$ cat config.mk
export PLATFORM = sky130hd
export DESIGN_NAME = smax_exec_unit
export DESIGN_NICKNAME = d
export VERILOG_FILES = /design/src/rtl/smax_pkg.sv /design/src/rtl/smax_decode.sv /design/src/rtl/smax_select.sv /design/src/rtl/smax_cond.sv /design/src/rtl/smax_exec_unit.sv
export SDC_FILE = /design/constraint.sdc
export NUM_CORES = 1
export LEC_CHECK = 0
export BUFFER_PORTS_ARGS = -buffer_cell sky130_fd_sc_hd__buf_2
export CAP_MARGIN = 10
export CELL_PAD_IN_SITES_DETAIL_PLACEMENT = 0
export CELL_PAD_IN_SITES_GLOBAL_PLACEMENT = 2
export CORE_MARGIN = 1.5
export CORE_UTILIZATION = 25
export CTS_BUF_LIST = sky130_fd_sc_hd__clkbuf_8 sky130_fd_sc_hd__clkbuf_16
export DETAILED_ROUTE_END_ITERATION = 8
export PLACE_DENSITY = 0.81
export SLEW_MARGIN = 20
export SYNTH_ARGS = -nofsm -noshare
export SYNTH_HDL_FRONTEND = slang
export SYNTH_SLANG_ARGS = --single-unit
$ cat constraint.sdc
create_clock -name clk -period 2.6 [get_ports clk]
set_clock_uncertainty 0.05 [all_clocks]
set_input_delay 0.26 -clock clk [delete_from_list [all_inputs] [get_ports clk]]
set_output_delay 0.26 -clock clk [all_outputs]
set_load 0.1 [all_outputs]
$ cat src/rtl/smax_pkg.sv
package smax_pkg;
    localparam int INSN_W   = 32;
    localparam int IDX_W    = 5;
    localparam int POP_W    = 6;
    localparam int XOP_W    = 10;
    localparam int COND_W   = 4;

    localparam int POP_LSB  = INSN_W - POP_W;
    localparam int RT_LSB   = POP_LSB - IDX_W;
    localparam int RA_LSB   = RT_LSB - IDX_W;
    localparam int RB_LSB   = RA_LSB - IDX_W;
    localparam int XOP_LSB  = 1;
    localparam int REC_BIT  = 0;

    localparam int COND_NEG  = 3;
    localparam int COND_POS  = 2;
    localparam int COND_ZERO = 1;
    localparam int COND_SO   = 0;

    typedef struct packed {
        logic [IDX_W-1:0] rt;
        logic [IDX_W-1:0] ra;
        logic [IDX_W-1:0] rb;
        logic             match;
        logic             rec;
    } dec_t;
endpackage

$ cat src/rtl/smax_decode.sv
module smax_decode
    import smax_pkg::*;
#(
    parameter logic [POP_W-1:0] PRIMARY_OP = 6'd22,
    parameter logic [XOP_W-1:0] EXT_OP     = 10'b0111001110
) (
    input  logic [INSN_W-1:0] insn,
    output dec_t              dec
);
    logic [POP_W-1:0] pop_f;
    logic [XOP_W-1:0] xop_f;

    always_comb begin
        pop_f     = insn[POP_LSB +: POP_W];
        xop_f     = insn[XOP_LSB +: XOP_W];
        dec.rt    = insn[RT_LSB +: IDX_W];
        dec.ra    = insn[RA_LSB +: IDX_W];
        dec.rb    = insn[RB_LSB +: IDX_W];
        dec.rec   = insn[REC_BIT];
        dec.match = (pop_f == PRIMARY_OP) && (xop_f == EXT_OP);
    end
endmodule

$ cat src/rtl/smax_select.sv
module smax_select #(
    parameter int XLEN = 64
) (
    input  logic [XLEN-1:0] a,
    input  logic [XLEN-1:0] b,
    output logic [XLEN-1:0] max_v
);
    logic a_ge_b;

    always_comb begin
        // Signs differ: the non-negative side wins; otherwise a plain compare works.
        if (a[XLEN-1] != b[XLEN-1]) a_ge_b = ~a[XLEN-1];
        else                        a_ge_b = (a[XLEN-2:0] >= b[XLEN-2:0]);
        max_v = a_ge_b ? a : b;
    end
endmodule

$ cat src/rtl/smax_cond.sv
module smax_cond
    import smax_pkg::*;
#(
    parameter int XLEN = 64
) (
    input  logic [XLEN-1:0]   value,
    input  logic              so,
    output logic [COND_W-1:0] cf
);
    logic is_zero;

    always_comb begin
        is_zero       = (value == '0);
        cf            = '0;
        cf[COND_NEG]  = value[XLEN-1];
        cf[COND_POS]  = ~value[XLEN-1] & ~is_zero;
        cf[COND_ZERO] = is_zero;
        cf[COND_SO]   = so;
    end
endmodule

$ cat src/rtl/smax_exec_unit.sv
module smax_exec_unit
    import smax_pkg::*;
#(
    parameter int XLEN = 64
) (
    input  logic                clk,
    input  logic                rst,
    input  logic                in_valid,
    input  logic [INSN_W-1:0]   insn,
    input  logic [XLEN-1:0]     opnd_a,
    input  logic [XLEN-1:0]     opnd_b,
    input  logic                so_in,
    output logic                out_valid,
    output logic [IDX_W-1:0]    rt_idx,
    output logic [IDX_W-1:0]    ra_idx,
    output logic [IDX_W-1:0]    rb_idx,
    output logic                illegal,
    output logic [XLEN-1:0]     result,
    output logic                res_we,
    output logic [COND_W-1:0]   cond,
    output logic                cond_we
);
    typedef struct packed {
        logic              vld;
        logic [IDX_W-1:0]  rt;
        logic [IDX_W-1:0]  ra;
        logic [IDX_W-1:0]  rb;
        logic              ill;
        logic [XLEN-1:0]   res;
        logic              res_we;
        logic [COND_W-1:0] cf;
        logic              cf_we;
    } out_t;

    dec_t              dec;
    logic [XLEN-1:0]   max_v;
    logic [COND_W-1:0] cf_v;
    out_t              st_d, st_q;

    smax_decode u_dec (
        .insn (insn),
        .dec  (dec)
    );

    smax_select #(.XLEN(XLEN)) u_sel (
        .a     (opnd_a),
        .b     (opnd_b),
        .max_v (max_v)
    );

    smax_cond #(.XLEN(XLEN)) u_cond (
        .value (max_v),
        .so    (so_in),
        .cf    (cf_v)
    );

    always_comb begin
        st_d        = st_q;
        st_d.vld    = in_valid;
        st_d.ill    = 1'b0;
        st_d.res_we = 1'b0;
        st_d.cf_we  = 1'b0;
        if (in_valid) begin
            st_d.rt  = dec.rt;
            st_d.ra  = dec.ra;
            st_d.rb  = dec.rb;
            st_d.ill = ~dec.match;
            if (dec.match) begin
                st_d.res    = max_v;
                st_d.res_we = 1'b1;
                if (dec.rec) begin
                    st_d.cf    = cf_v;
                    st_d.cf_we = 1'b1;
                end
            end
        end
    end

    always_ff @(posedge clk) begin
        if (rst) st_q <= '0;
        else     st_q <= st_d;
    end

    assign out_valid = st_q.vld;
    assign rt_idx    = st_q.rt;
    assign ra_idx    = st_q.ra;
    assign rb_idx    = st_q.rb;
    assign illegal   = st_q.ill;
    assign result    = st_q.res;
    assign res_we    = st_q.res_we;
    assign cond      = st_q.cf;
    assign cond_we   = st_q.cf_we;
endmodule

==> results.md, run 1 <==
| Item | This run |
|:---|:---|
| Outcome | finished clean |
| End point of the critical path | result[0]$_SDFFE_PP0P_ |
| NumNets Final | 1295 |
| Height of the chip | 162.6 um |
| Post-synth cell types | 47 |
| Final Cycle Share | 94.80% |
| Floorplan core area | 0.02511 mm2 |
| CTS root buffer | clkbuf_16 |
| Category of the critical setup timing path | primary input to flop |
| Synthesized Nets | 968 |
| Placer Congestion | 0.8577 |
| Most instantiated cells after synthesis | 89 x nor2_1, 87 x dfxtp_1, 83 x nand4_1, 65 x inv_1 |
| Worst skew pair latency | 350 ps |
| Synth async-reset ratio | 0% |
| Post-detail-place hpwl | 21130 um |
| Highest clock rate | 405.7 MHz |
| DRC violation total after the first TritonRoute iteration | 433 |
| Number of clock sinks seen by CTS | 87 |
| Overall die area | 0.02645 mm2 |
| Maximum VDD drop | 0.3286 mV |
| Highest fanout seen on the critical path | 12 |
| End of the worst register-to-register path | result[24]$_SDFFE_PP0P_ |
| Sequential area share after synthesis | 27.34% |
| Leakage power total | 0.004344 uW |
| FF-to-FF path depth | 2 |
| Mean cell area of the mapped netlist | 8.608 um2 |
| Crit path max-delay cell type | or4_4 |
| Dominant combinational cell family by area after synthesis | compound AO/OA/AOI/OAI gates |
| Leftover overflow at the end of global routing | 0 |
| Kind of launch point of the worst setup path | primary input |
| Std-Cell Rows | 58 |
| Number of synthesis warnings | 0 |
| Total clock buffers created by CTS | 9 |
| Largest cells by area after synthesis | dfxtp_1 27%, ha_1 13%, a311oi_2 11%, nand4_1 8.2%, o31ai_1 7.5% |
| Core occupancy in the finished layout | 36.89% |
| Final antenna-violating net count | 0 |
| Share of synthesized area spent on multiplexers | 2.357% |
| DRC violation count after routing | 0 |
| Number of pins with negative max-slew slack in the final report | 0 |
| Area added between synthesis and finish | 45.41% |
| First-pass iteration count of the detailed router | 5 |
| Drt total wl | 26950 um |
| Largest area contributor in the netlist | dfxtp_1 |
| Gate Count Post-Synth | 740 |
| Via count of the first global-routing pass | 7133 |
| Area share of and/or/nand/nor cells after synthesis | 20.94% |
| CP Cell Sequence | buf_2 -> inv_1 -> ha_1 -> nand4_1 -> or4_4 -> nor3_2 -> and3_1 -> buf_4 -> o21ai_4 -> buf_4 -> nand4_1 -> a311oi_1 |
| Routed wire length per instance | 19.13 um |
| Crit path from | opnd_b[62] |
| Launch point of the worst reg-to-reg path | result[24]$_SDFFE_PP0P_ |
| Post-synth top area share | 27.34% |
| Slew at the pin closest to its max-slew limit | 739.3 ps |
| Largest net degree at the start of global routing | 49 |
| Headroom to the max-slew limit | 50.19% |
| Initial antenna violation count | 8 |
| Count of flip-flops with a built-in enable after synthesis | 0 |
| All-layer global routing usage | 20.08% |
| Worst endpoint required time | 2750 ps |
| Setup crit end kind | flop |
| Detail-routed via count per cell | 5.143 |
| Clock transition at the registers of the reported paths | 70 ps |
| Number of buffers inserted for hold repair after clock tree synthesis | 0 |
| Global-route wire length before repair | 40700 um |
| Clock power share | 33.4% |
| Initial cell density of the core | 25.37% |
| R2R Setup Slk | 1760 ps |
| Post-synthesis sequential element count | 87 |
| Cells on Worst Hold Path | 3 |
| Source of the worst hold timing path | insn[25] |
| Delay of the slowest cell on the worst path | 560 ps |
| Net switching share of the total power | 33.75% |
| Int Pwr | 2463 uW |
| Ratio of total power to cell area | 401.4 mW/mm2 |
| Die width | 162.6 um |
| Summed negative setup slack over all endpoints | 0 ps |
| CTS tree | done |
| Setup-violating endpoint count in the final report | 0 |
| Portion of total power attributed to sequential cells | 36.4% |
| Final hold viol count | 0 |
| Max-capacitance violation count | 0 |
| Synthesized-area fraction occupied by ao, oa, aoi and oai cells | 27.19% |
| Most common cell in the synthesized netlist | nor2_1 |
| Data arrival at the endpoint of the critical path | 2620 ps |
| Number of vias in the routed layout | 7247 |
| Commonest register cell after synthesis | dfxtp_1 |
| # H-tree levels | 3 |
| Crit path time final | 2465 ps |
| Post-synthesis cell area | 0.006370 mm2 |
| Deepest clock path buffer count | 2 |
| Adder-cell area share of the yosys netlist | 12.57% |
| Part of the total power dissipated in combinational logic | 30.2% |
| Class of the tightest hold or removal check | primary input to flop |
| Input/output buffers | 250 |
| Top-Level Pins | 251 |
| Xor/xnor share of the synthesized area | 0% |
| Layout cell share with drive strength beyond 1 | 42.95% |
| Net Switching | 1255 uW |
## critical path: cells and delay by family
family / cells / cell delay (ps)
adders and majority gates: 1 / 300
buffers and inverters: 4 / 570
and+or+nand+nor: 5 / 1290
AOI/OAI and AO/OA: 2 / 210
## power groups by stage
stage	logic (uW)	clock network, uW	registers, uW
finish	1120	1240	1350
global route	1220	1330	1350
CTS	1100	1280	1350
detailed placement	1100	0	1380
global placement	1090	0	1380
floorplan	478	0	1500
## worst min-delay path by stage
stage                        endpoint  slack [ps]
2_1_floorplan  ra_idx[0]$_SDFFE_PP0P_         360
3_3_place_gp     cond[0]$_SDFFE_PP0P_         400
3_5_place_dp     cond[0]$_SDFFE_PP0P_         400
4_1_cts        rt_idx[1]$_SDFFE_PP0P_          80
5_1_grt        rb_idx[4]$_SDFFE_PP0P_          90
6_report       rt_idx[4]$_SDFFE_PP0P_          90
## logic make-up after synthesis
logic type,Yosys count
AO/OA/AOI/OAI,187
multiplexers,15
AND/OR/NAND/NOR,253
adder cells (fa/ha/maj),64
buffers and inverters,134
flip-flops,87
## placed cells by master, fill, tap and decap left out, drive strengths merged, types with 3 or more instances in the layout
cell type  instances
a21o               9
a21oi             23
a221o              3
a311oi            63
and3               3
buf              384
clkbuf            10
dfxtp             87
diode              8
ha                64
inv               68
mux2i             15
nand2             19
nand3              7
nand4             83
nor2              89
nor2b              3
nor3               4
nor4              35
o21ai             10
o31ai             64
or4                3
## metal layers
metal | track usage, % | up-vias | routed length, um
met5 | 0 | - | 13
met4 | 7.673 | 2 | 614
met3 | 4.227 | 36 | 1819
met2 | 32.56 | 252 | 12600
met1 | 26.06 | 3424 | 11910
li1 | - | 3533 | -
## state kept, by name (all words and copies together), names as in the netlist
signal,cells
illegal,1
cond,4
result,64
out_valid,1
cond_we,1
rb_idx,5
ra_idx,5
res_we,1
rt_idx,5
## stage by stage
stage | hold slack (ps) | setup slack [ps] | area [um2] | instances | power (uW)
3_3_place_gp | 395.7 | -263.8 | 8902 | 1383 | 2475
6_report | 89.18 | 135.3 | 9263 | 1409 | 3718
5_1_grt | 94.91 | -10.31 | 9260 | 1408 | 3908
2_1_floorplan | 357.4 | 42.65 | 6370 | 740 | 1973
3_5_place_dp | 400.4 | -304.5 | 8902 | 1383 | 2484
4_1_cts | 76.75 | 48.97 | 9168 | 1398 | 3740
## area by class of cell
type,count,area [um2]
fill,2695,15850
multi-input combinational,519,4063
timing repair buffer,385,2516
sequential,87,1742
tap,330,412.9
inverter,65,244.0
clock buffer,9,225.2
clock inverter,6,40.04
antenna,8,20.02
## timing repair
item / in CTS / in global routing
setup buffers: 0 / 2
resized for setup: 0 / 8
setup endpoints to repair: 0 / 60
Note: power is estimated with default switching activity, not from simulation.
==> run 2, diff against run 1 <==
BUFFER_PORTS_ARGS = -buffer_cell sky130_fd_sc_hd__clkbuf_2   (was -buffer_cell sky130_fd_sc_hd__buf_2)
CORE_MARGIN = 3   (was 1.5)
CTS_CLUSTER_DIAMETER = 150   (was default)
==> run 2 against run 1 <==
Global-route usage down 0.76 points. Fmax down 0.86%. Total power up 4.6%. Sequential power about the same. Critical path depth down 2. Register-to-register slack about the same. First-iteration DRC count up 30%. Cell area about the same. Count of clock-buffer cells in the layout unchanged. Clock power up 13%. Cell count down 0.99%. Wire length up 4.2%. Critical endpoint is now result[51]$_SDFFE_PP0P_. Largest power group is now clock.
==> results.md, run 2 (same netlist as run 1, synthesis figures left out) <==
| Item | This run | Change |
|:---|:---|:---|
| Outcome | finished clean |  |
| Max-capacitance violation count | 0 | unchanged |
| Number of vias in the routed layout | 7322 | +1.0% |
| All-layer global routing usage | 19.32% | -0.76 points |
| Total clock buffers created by CTS | 9 | unchanged |
| Highest fanout seen on the critical path | 21 | +9 |
| Worst setup timing slack at the placement stage | -293.6 ps | +10.89 ps |
| Post-detail-place hpwl | 21570 um | +2.1% |
| Sequential cell area in the final layout | 0.001742 mm2 | unchanged |
| Leftover overflow at the end of global routing | 0 | unchanged |
| M2 GR Usage | 31.52% | -1.0 points |
| Post-route cell area | 0.009261 mm2 | about the same |
| Crit path time final | 2486 ps | +21.34 ps |
| Input/output buffers | 250 | unchanged |
| Data arrival at the endpoint of the critical path | 2700 ps | +80 ps |
| Peak-usage layer in the global routing report | met2 |  |
| NumNets Final | 1292 | -0.23% |
| Worst setup slack after layout | 114.0 ps | -21.34 ps |
| Final hold viol count | 0 | unchanged |
| Global-route wire length before repair | 42560 um | +4.6% |
| Maximum VDD drop | 0.2587 mV | -21% |
| Headroom to the max-slew limit | 53.73% | +3.5 points |
| Setup-violating endpoint count in the final report | 0 | unchanged |
| Kind of launch point of the worst setup path | primary input |  |
| Summed negative setup slack over all endpoints | 0 ps | unchanged |
| First-pass iteration count of the detailed router | 5 | unchanged |
| # H-tree levels | 3 | unchanged |
| Setup repair after global routing missed its margin | no |  |
| Height of the chip | 165.6 um | +1.8% |
| Top-Level Pins | 251 | unchanged |
| Drt total wl | 28080 um | +4.2% |
| CTS tree | done |  |
| Hold WS | 78.41 ps | -10.77 ps |
| Crit path max-delay cell type | or4_4 |  |
| CP Cell Sequence | clkbuf_2 -> inv_1 -> ha_1 -> nand4_1 -> or4_4 -> or4_4 -> o21ai_4 -> buf_12 -> o31ai_1 -> a311oi_2 |  |
| Floorplan core area | 0.02468 mm2 | -1.7% |
| Worst endpoint required time | 2810 ps | +60 ps |
| Leakage power total | 0.004318 uW | -0.59% |
| Buffer count from post-CTS setup fixing | 0 | unchanged |
| R2R Setup Slk | 1760 ps | about the same |
| Core occupancy in the finished layout | 37.53% | +0.64 points |
| DRC violation total after the first TritonRoute iteration | 562 | +30% |
| Number of pins with negative max-slew slack in the final report | 0 | unchanged |
| Overall die area | 0.02743 mm2 | +3.7% |
| Delay of the slowest cell on the worst path | 580 ps | +20 ps |
| DRC violation count after routing | 0 | unchanged |
| Class of the tightest hold or removal check | primary input to flop |  |
| Most common cell after layout, fill and taps aside | clkbuf_2 |  |
| Detail-routed via count per cell | 5.249 | +2.0% |
| Highest clock rate | 402.2 MHz | -0.86% |
| Clock transition at the registers of the reported paths | 80 ps | about the same |
| Setup crit end kind | flop |  |
| Crit-path most repeated cell | or4_4 |  |
| Number of clock sinks seen by CTS | 87 | unchanged |
| Buf+Inv Stages, Crit Path | 3 | -1 |
| Initial antenna violation count | 2 | -6 |
| Area added between synthesis and finish | 45.39% | about the same |
| GR met1 Demand/Resource | 24.69% | -1.4 points |
| Largest net degree at the start of global routing | 60 | +22% |
| Placer Congestion | 0.8554 | -0.27% |
| Layout cell share with drive strength beyond 1 | 43.12% | +0.17 points |
| Via count of the first global-routing pass | 7296 | +2.3% |
| M3 GR Usage | 5.338% | +1.1 points |
| Placed cell areas | 0.008847 mm2 | -0.62% |
| Gate family responsible for the most delay along the worst path | simple AND/OR/NAND/NOR gates |  |
| Routed wire length per instance | 20.13 um | +5.2% |
| Worst skew pair latency | 350 ps | about the same |
| Slew at the pin closest to its max-slew limit | 686.7 ps | -52.53 ps |
| Initial cell density of the core | 25.81% | +0.45 points |
| Final antenna-violating net count | 0 | unchanged |
| Std-Cell Rows | 57 | -1.7% |
| Category of the critical setup timing path | primary input to flop |  |
| Die width | 165.6 um | +1.8% |
| CTS root buffer | clkbuf_16 |  |
| Area used by multi-input combinational logic | 0.004074 mm2 | +0.28% |
| Final Cycle Share | 95.62% | +0.82 points |
| Deepest clock path buffer count | 2 | unchanged |
| FILL cells | 2625 | -2.6% |
| Ratio of total power to cell area | 419.8 mW/mm2 | +4.6% |
| Number of flip-flops under the largest register name | 64 | unchanged |
| Leading cell types in the layout, fill and taps excluded | 249 x clkbuf_2, 115 x buf_4, 89 x nor2_1 |  |
==> run 2: cell types whose count changed in the layout (fill, tap and decap cells not counted), moves of 2 or more <==
cell / change
diode_2: -6
clkinv_4: +2
buf_12: -2
inv_1: -2
clkbuf_16: +2
buf_2: -249
clkbuf_2: +249
buf_6: -3
==> run 2: where the power goes <==
part           internal, uW  total (uW)  switching, uW
combinational           477        1130            656
clock                   759        1400            642
sequential             1350        1350           7.12
==> run 2: repair_timing <==
| action | CTS | global route |
|---|---|---|
| gates resized for setup | 0 | 5 |
| hold buffers | 0 | 0 |
| endpoints found under the setup margin | 0 | 63 |
| hold endpoints to repair | 0 | 0 |
==> run 2: worst paths after layout <==
path | startpoint | endpoint | cells past startpoint
max | opnd_b[62] | result[51]$_SDFFE_PP0P_ | 10
min | insn[20] | ra_idx[4]$_SDFFE_PP0P_ | 3
max reg2reg | result[28]$_SDFFE_PP0P_ | result[28]$_SDFFE_PP0P_ | 2
min reg2reg | cond[3]$_SDFFE_PP0P_ | cond[3]$_SDFFE_PP0P_ | 2
==> run 2: per-layer routing <==
metal  vias to the layer above  share of wire, %  wire [um]
met4                         0               2.7        760
met3                        47               7.5       2095
met5                         -                 0          0
met1                      3479                43      12180
met2                       272                46      13050
li1                       3524                 -          -
==> run 2: worst min-delay path, stage by stage <==
cell      delay, ps
clkbuf_2         70
mux2i_1          50
nor2_1           70
==> run 2: per-stage QoR <==
step,std cells,total power (uW)
finish,1395,3888
global route,1395,4073
CTS,1390,3896
detailed placement,1374,2491
global placement,1374,2483
floorplan,740,1973
==> run 2: final cells by class <==
cell class	count	share of cell area, %
flip-flops and latches	87	18.81
clock inverters	7	0.8781
inverters	65	2.634
diodes	2	0.05404
well taps	324	4.377
multi-input cells	519	43.99
clock buffers	9	2.432
repair buffers	382	26.83
==> run 3, diff against run 2 <==
REMOVE_ABC_BUFFERS = 1   (was default)
==> run 3 against run 2 <==
Fmax is 3.8% lower. Flip-flop and latch count stayed put. Utilization is 3.7 points higher. Clock power hardly changed. Cell area is 9.8% higher. Wire length is 7.3% higher. Total power is 5.7% higher. First-iteration DRC count is 42% lower. Cell count is 2.0% higher. Count of clock-buffer cells in the layout is 3 higher. Register-to-register slack worse by 40 ps. Non-clock buffer count is 29 higher. Largest cell class unchanged. Highest routed layer unchanged.
==> results.md, run 3 (same netlist as run 1, synthesis figures left out) <==
| Item | This run | Change |
|:---|:---|:---|
| Outcome | finished clean |  |
| Setup repair after global routing missed its margin | yes |  |
| Drt total wl | 30140 um | +7.3% |
| Maximum VDD drop | 0.2684 mV | +3.8% |
| DRC violation total after the first TritonRoute iteration | 326 | -42% |
| Most common cell after layout, fill and taps aside | clkbuf_2 |  |
| Clock power share | 34.4% | -1.6 points |
| Crit path time final | 2585 ps | +99.16 ps |
| Gate family responsible for the most delay along the worst path | simple AND/OR/NAND/NOR gates |  |
| Number of clock sinks seen by CTS | 87 | unchanged |
| Cells on Worst Hold Path | 3 | unchanged |
| Clock transition at the registers of the reported paths | 70 ps | about the same |
| Overall die area | 0.02743 mm2 | unchanged |
| FF-to-FF path depth | 2 | unchanged |
| Height of the chip | 165.6 um | unchanged |
| Net switching share of the total power | 32.53% | -1.0 points |
| Setup crit end kind | flop |  |
| Core occupancy in the finished layout | 41.20% | +3.7 points |
| Routed wire length per instance | 21.18 um | +5.2% |
| Crit path max-delay cell type | or4_4 |  |
| Final total power | 4108 uW | +5.7% |
| Number of pins with negative max-slew slack in the final report | 0 | unchanged |
| Final hold viol count | 0 | unchanged |
| Placed cell areas | 0.008925 mm2 | +0.88% |
| Leading cell types in the layout, fill and taps excluded | 227 x clkbuf_2, 125 x buf_4, 89 x nor2_1 |  |
| Highest fanout seen on the critical path | 8 | -62% |
| Largest net degree at the start of global routing | 60 | unchanged |
| Std-Cell Rows | 57 | unchanged |
| Int Pwr | 2772 uW | +7.3% |
| # H-tree levels | 3 | unchanged |
| Total inserted antenna cells | 0 | -2 |
| Worst skew pair latency | 340 ps | about the same |
| Slew at the pin closest to its max-slew limit | 719.5 ps | +32.81 ps |
| CP Cell Sequence | buf_2 -> ha_4 -> nand4_1 -> or4_4 -> buf_6 -> or4_4 -> o21ai_4 -> buf_6 -> buf_12 -> o31ai_4 -> a311oi_2 |  |
| Via count of the first global-routing pass | 7451 | +2.1% |
| Kind of launch point of the worst setup path | primary input |  |
| Top-Level Pins | 251 | unchanged |
| Initial cell density of the core | 25.81% | unchanged |
| Number of vias in the routed layout | 7545 | +3.0% |
| First-pass iteration count of the detailed router | 5 | unchanged |
| Global-route wire length before repair | 43520 um | +2.3% |
| Class of the tightest hold or removal check | primary input to flop |  |
| Max-capacitance violation count | 0 | unchanged |
| Post-route cell area | 0.01017 mm2 | +9.8% |
| Data arrival at the endpoint of the critical path | 2800 ps | +100 ps |
| CTS tree | done |  |
| Buf+Inv Stages, Crit Path | 4 | +1 |
| Final antenna-violating net count | 0 | unchanged |
| Number of flip-flops under the largest register name | 64 | unchanged |
| Post-detail-place hpwl | 21850 um | +1.3% |
| CTS root buffer | clkbuf_16 |  |
| Worst endpoint required time | 2810 ps | about the same |
| Headroom to the max-slew limit | 51.52% | -2.2 points |
| Floorplan core area | 0.02468 mm2 | unchanged |
| Leakage power total | 0.004547 uW | +5.3% |
| Input/output buffers | 250 | unchanged |
| Total clock buffers created by CTS | 9 | unchanged |
| Area added between synthesis and finish | 59.62% |  |
| Final Cycle Share | 99.43% | +3.8 points |
| Portion of total power attributed to sequential cells | 33.0% | -1.8 points |
| DRC violation count after routing | 0 | unchanged |
| Hold WS | 101.5 ps | +23.11 ps |
| Net Switching | 1336 uW | +2.4% |
| Deepest clock path buffer count | 2 | unchanged |
| Leftover overflow at the end of global routing | 0 | unchanged |
| Delay of the slowest cell on the worst path | 560 ps | -20 ps |
| Placer Congestion | 0.8510 | -0.51% |
| Number of buffers inserted for hold repair after clock tree synthesis | 0 | unchanged |
| Category of the critical setup timing path | primary input to flop |  |
| Highest clock rate | 386.8 MHz | -3.8% |
| Die width | 165.6 um | unchanged |
| Layout cell share with drive strength beyond 1 | 49.14% | +6.0 points |
| All-layer global routing usage | 19.80% | +0.48 points |
| NumNets Final | 1322 | +2.3% |
| Setup-violating endpoint count in the final report | 0 | unchanged |
| Detail-routed via count per cell | 5.302 | +1.0% |
| Part of the total power dissipated in combinational logic | 32.6% | +3.4 points |
| Ratio of total power to cell area | 404.0 mW/mm2 | -3.8% |
| Initial antenna violation count | 0 | -2 |
| Levels on crit path | 11 | +1 |
==> run 3: worst paths after layout <==
check | slack (ps) | end | startpoint
max reg2reg | 1720 | result[24]$_SDFFE_PP0P_ | result[24]$_SDFFE_PP0P_
min reg2reg | 410 | result[63]$_SDFFE_PP0P_ | result[63]$_SDFFE_PP0P_
max | 10 | result[20]$_SDFFE_PP0P_ | opnd_a[59]
min | 100 | rt_idx[3]$_SDFFE_PP0P_ | insn[24]
==> run 3: stage by stage <==
stage               setup TNS (ps)  worst slack [ps]  cells
floorplan                  -179460             -2682    671
global placement            -22470            -404.5   1386
detailed placement          -24060            -424.5   1386
CTS                              0             18.14   1403
global route                -172.6            -26.37   1423
finish                           0             14.81   1423
==> run 3: power groups by stage <==
stage | combinational [uW] | clock, uW | sequential (uW)
CTS | 1150 | 1460 | 1350
detailed placement | 1120 | 0 | 1390
global placement | 1110 | 0 | 1380
global route | 1450 | 1490 | 1360
finish | 1340 | 1410 | 1350
floorplan | 411 | 0 | 1500
==> run 3: area by class of cell <==
class	instances	area, um2
flip-flops and latches	87	1742
fillers	2534	14510
repair buffers	411	2965
clock inverters	4	45.04
well taps	324	405.4
inverters	65	246.5
clock buffers	12	266.5
multi-input cells	520	4497
==> run 3: worst reg2reg max path: cells and delay by family, from the launching register on <==
family          cells  cell delay [ps]
flops               1              400
compound gates      1              260
simple gates        1               90
==> run 3: repair_timing <==
action                                  in CTS  in global routing
gates resized for setup                      3                123
setup buffers                                0                  8
endpoints found under the setup margin      48                 64
cloned                                       1                 13
pin swaps                                    1                 32
==> run 3: metal layers <==
| layer | part of all wire (%) | vias to the layer above | routed length, um | track usage, % |
|---|---|---|---|---|
| met3 | 5.5 | 24 | 1663 | 2.884 |
| met4 | 1.2 | 0 | 369 | 4.412 |
| li1 | - | 3584 | - | - |
| met1 | 45 | 3642 | 13470 | 26.46 |
| met2 | 49 | 295 | 14640 | 33.93 |
| met5 | 0 | - | 0 | 0 |
